File: src/rtl/audio_dma_req.sv
module audio_dma_req #(
  parameter int SLOTS  = 2,
  parameter int MASK_W = 4,
  parameter int CTL_W  = 16,
  parameter int RSV_W  = 3
) (
  input  logic               clk,
  input  logic               rst_n,
  input  logic               ctl_wr_en,
  input  logic [CTL_W-1:0]   ctl_wr_data,
  output logic [CTL_W-1:0]   ctl_rd_data,
  input  logic [SLOTS-1:0]   rx_assign,
  input  logic [SLOTS-1:0]   tx_assign,
  input  logic [SLOTS-1:0]   rx_full,
  input  logic [SLOTS-1:0]   tx_empty,
  input  logic [SLOTS-1:0]   rx_read,
  input  logic [SLOTS-1:0]   tx_write,
  output logic [SLOTS-1:0]   rx_req,
  output logic [SLOTS-1:0]   tx_req
);
  localparam int STORE_W = CTL_W - RSV_W;
  localparam int TX_LO   = 0;
  localparam int RX_LO   = MASK_W;

  logic [STORE_W-1:0] ctl_q;
  logic [SLOTS-1:0]   rx_en, tx_en;
  logic [SLOTS-1:0]   rx_cond, tx_cond;

  always_ff @(posedge clk or negedge rst_n) begin
    if (!rst_n)         ctl_q <= '0;
    else if (ctl_wr_en) ctl_q <= ctl_wr_data[STORE_W-1:0];
  end

  assign ctl_rd_data = {{RSV_W{1'b0}}, ctl_q};
  assign rx_en = ctl_q[RX_LO +: SLOTS];
  assign tx_en = ctl_q[TX_LO +: SLOTS];

  assign rx_cond = rx_en & rx_assign & rx_full  & ~rx_read;
  assign tx_cond = tx_en & tx_assign & tx_empty & ~tx_write;

  always_ff @(posedge clk or negedge rst_n) begin
    if (!rst_n) begin
      rx_req <= '0;
      tx_req <= '0;
    end else begin
      rx_req <= rx_cond;
      tx_req <= tx_cond;
    end
  end

  genvar g;
  generate
    for (g = 0; g < SLOTS; g++) begin : g_chk
      AST_RX_GATED: assert property (@(posedge clk) disable iff (!rst_n)
        rx_req[g] |-> $past(ctl_q[RX_LO+g] && rx_assign[g] && rx_full[g]));
      AST_TX_GATED: assert property (@(posedge clk) disable iff (!rst_n)
        tx_req[g] |-> $past(ctl_q[TX_LO+g] && tx_assign[g] && tx_empty[g]));
      AST_RX_UNASSIGNED: assert property (@(posedge clk) disable iff (!rst_n)
        !rx_assign[g] |=> !rx_req[g]);
      AST_TX_UNASSIGNED: assert property (@(posedge clk) disable iff (!rst_n)
        !tx_assign[g] |=> !tx_req[g]);
      AST_RX_SERVICED: assert property (@(posedge clk) disable iff (!rst_n)
        rx_read[g] |=> !rx_req[g]);
      AST_TX_SERVICED: assert property (@(posedge clk) disable iff (!rst_n)
        tx_write[g] |=> !tx_req[g]);
    end
  endgenerate

  AST_RSV_ZERO: assert property (@(posedge clk) disable iff (!rst_n)
    ctl_wr_en |=> ctl_rd_data[CTL_W-1:STORE_W] == '0);
endmodule

File: config.mk
export PLATFORM = sky130hd
export DESIGN_NAME = audio_dma_req
export DESIGN_NICKNAME = d
export VERILOG_FILES = /design/src/rtl/audio_dma_req.sv
export SDC_FILE = /design/constraint.sdc
export NUM_CORES = 1
export LEC_CHECK = 0
export BUFFER_PORTS_ARGS = -buffer_cell sky130_fd_sc_hd__buf_2
export CAP_MARGIN = 10
export CORE_MARGIN = 2
export CORE_UTILIZATION = 38
export DETAILED_ROUTE_END_ITERATION = 12
export PLACE_DENSITY = 0.82
export SETUP_SLACK_MARGIN = 0.5
export SLEW_MARGIN = 5
export SYNTH_ARGS = -nofsm -noshare
export SYNTH_HDL_FRONTEND = slang
export SYNTH_SLANG_ARGS = --single-unit
File: constraint.sdc
create_clock -name clk -period 0.8 [get_ports clk]
set_input_delay 0.2 -clock clk [delete_from_list [all_inputs] [get_ports clk]]
set_output_delay 0.2 -clock clk [all_outputs]
set_load 0.005 [all_outputs]
==> flow_metrics.tcl <==
set metrics [dict create \
    ys_seq_area_frac 0.619 \
    max_stage_delay_ns 0.40 \
    violations "negative hold slack, negative setup slack" \
    fin_setup_tns_ns -3.85 \
    drt-total-wl_um 1350 \
    htree_levels 1 \
    rows 15 \
    route.met2.wl_um 641 \
    drc_errors 0 \
    hp-class "primary input to asynchronous set/reset pin" \
    grt_pass1_vias 471 \
    worstPathRequired_ns 0.60 \
    cp-end-kind "output pin" \
    vias 515 \
    synthCells 39 \
    place_inst 107 \
    antenna_found_initial 0 \
    met3WireLength_um 135 \
    top_layer_used "met4" \
    min_period_ns 1.01 \
    slew_violations 0 \
    cp.buffers_inverters 1 \
    crit_chain "buf_2" \
    ir_worst_vdd_uv 985 \
    firstDrtPassIters 2 \
    synth.distinct_cells 7 \
    die_y_um 46.5 \
    clockRootBuffer "clkbuf_4" \
    p_leak_nw 0.578 \
    finalHoldViolations 17 \
    ant_nets 0 \
    cts.clk_slew.worst_paths_ns 0.09 \
    clkSinkCount 17 \
    boundaryPins 51 \
    fin_ws_ns -0.206 \
    setup_viol 25 \
    num_antenna_cells 0 \
    worst-path-max-fanout 2 \
    vias_per_cell 4.36 \
    area_growth_pct 49.9 \
    dieArea_um2 2160 \
    rr_startpoint "ctl_q[0]$_DFFE_PN0P_" \
    met1_length_um 557 \
    fin_nets 125 \
    syn_area_um2 687 \
    ctsLongestPathBuffers 2 \
    clkLatencyLatePin_ns 0.28 \
    grt_max_degree 18 \
    drive_gt1_frac 0.731 \
    track_usage 0.126 \
    outcome "finished with violations" \
    fin_cells 118 \
    fmax_mhz 994 \
    maxCapViolCount 0 \
    cts_inserted_buffers 3 \
    final_common_cell "buf_2" \
    rsz0062_at_grt "yes" \
    whs_ns -0.181 \
    crit_family "flip-flops" \
    grt_pass1_wl_um 1880 \
    cp_slowest_cell "dfrtp_1" \
    first_iter_violations 1 \
    crit_type "register to output pin" \
    gp_congestion 0.625 \
    layout_common_cells "buf_2, dfrtp_1, mux2_4" \
    cts_tree "done" \
    start_kind "register" \
    hpwl_um 1010 \
    crit_start "ctl_q[0]$_DFFE_PN0P_" \
    fin_crit_sh 1.26 \
    synth_area_per_cell_um2 17.6 \
    ys_warn_count 0 \
    start_util 0.402 \
    portBuffers 44 \
    finClkSkew_ns 0.000138 \
    yosys_register_bits 17 \
    post-route-util 0.603 \
    die_width_um 46.5 \
    crit_arrival_ns 0.81 \
    overflow 0 \
    core_um2 1710 \
    powerDensity_nw_per_um2 1720 \
    post_drt_wl_per_cell_um 11.4 \
]
-- state kept, by name, summed over array words and instances (netlist names) --
register,cells
rx_req,2
ctl_q,13
tx_req,2
-- cell families after synthesis --
kind of cell,share of synthesized area
mux,0.268
buf+inv,0.0492
simple gates,0.0583
other cells,0.00546
flops,0.619
-- layer usage --
metal,GRT usage,up-vias
li1,-,237
met1,0.144,246
met2,0.219,30
met3,0.0235,2
met4,0.0686,0
met5,0,-
-- final timing paths --
| path | endpoint | slack (ns) | depth (start not counted) |
|---|---|---|---|
| setup / recovery | ctl_rd_data[0] | -0.21 | 1 |
| setup reg to reg | ctl_q[0]$_DFFE_PN0P_ | -0.18 | 3 |
| max in group asynchronous | ctl_q[12]$_DFFE_PN0P_ | 0.72 | 1 |
| hold / removal | ctl_q[6]$_DFFE_PN0P_ | -0.18 | 1 |
| hold reg to reg | ctl_q[7]$_DFFE_PN0P_ | 0.52 | 1 |
| min in group clk | ctl_q[10]$_DFFE_PN0P_ | 0.14 | 2 |
-- cell type report --
cell class / instances / area (um^2)
clock buffer: 4 / 26.3
fill: 144 / 678
timing repair buffer: 52 / 312
sequential: 17 / 425
multi-input combinational: 20 / 235
tap: 25 / 31.3
-- power by group --
part	switching, mW	internal (mW)	total (mW)
Sequential	0.0379	0.931	0.969
Combinational	0.119	0.251	0.370
Clock	0.245	0.193	0.438
-- through the flow --
| stage | total power [mW] | worst slack, ns | area [um^2] |
|---|---|---|---|
| CTS | 1.77 | -0.214 | 1010 |
| finish | 1.78 | -0.206 | 1030 |
| global route | 1.86 | -0.249 | 1030 |
| floorplan | 1.13 | 0.0409 | 698 |
| detailed placement | 1.29 | -0.131 | 932 |
| global placement | 1.28 | -0.113 | 932 |
-- timing repair --
action                                  in CTS  in global routing
gates resized for setup                      2                  3
endpoints found under the setup margin      34                 34
pin swaps                                    3                  1
setup buffers                                6                  1
hold endpoints to repair                    17                 17
-- cells in the mapped netlist --
master / instances / share of area
dfrtp_1: 17 / 0.62
conb_1: 1 / 0.0055
mux2_2: 3 / 0.049
buf_6: 1 / 0.016
buf_4: 3 / 0.033
and4b_1: 4 / 0.058
mux2_4: 10 / 0.22
Power figures use the tool's default switching activity.
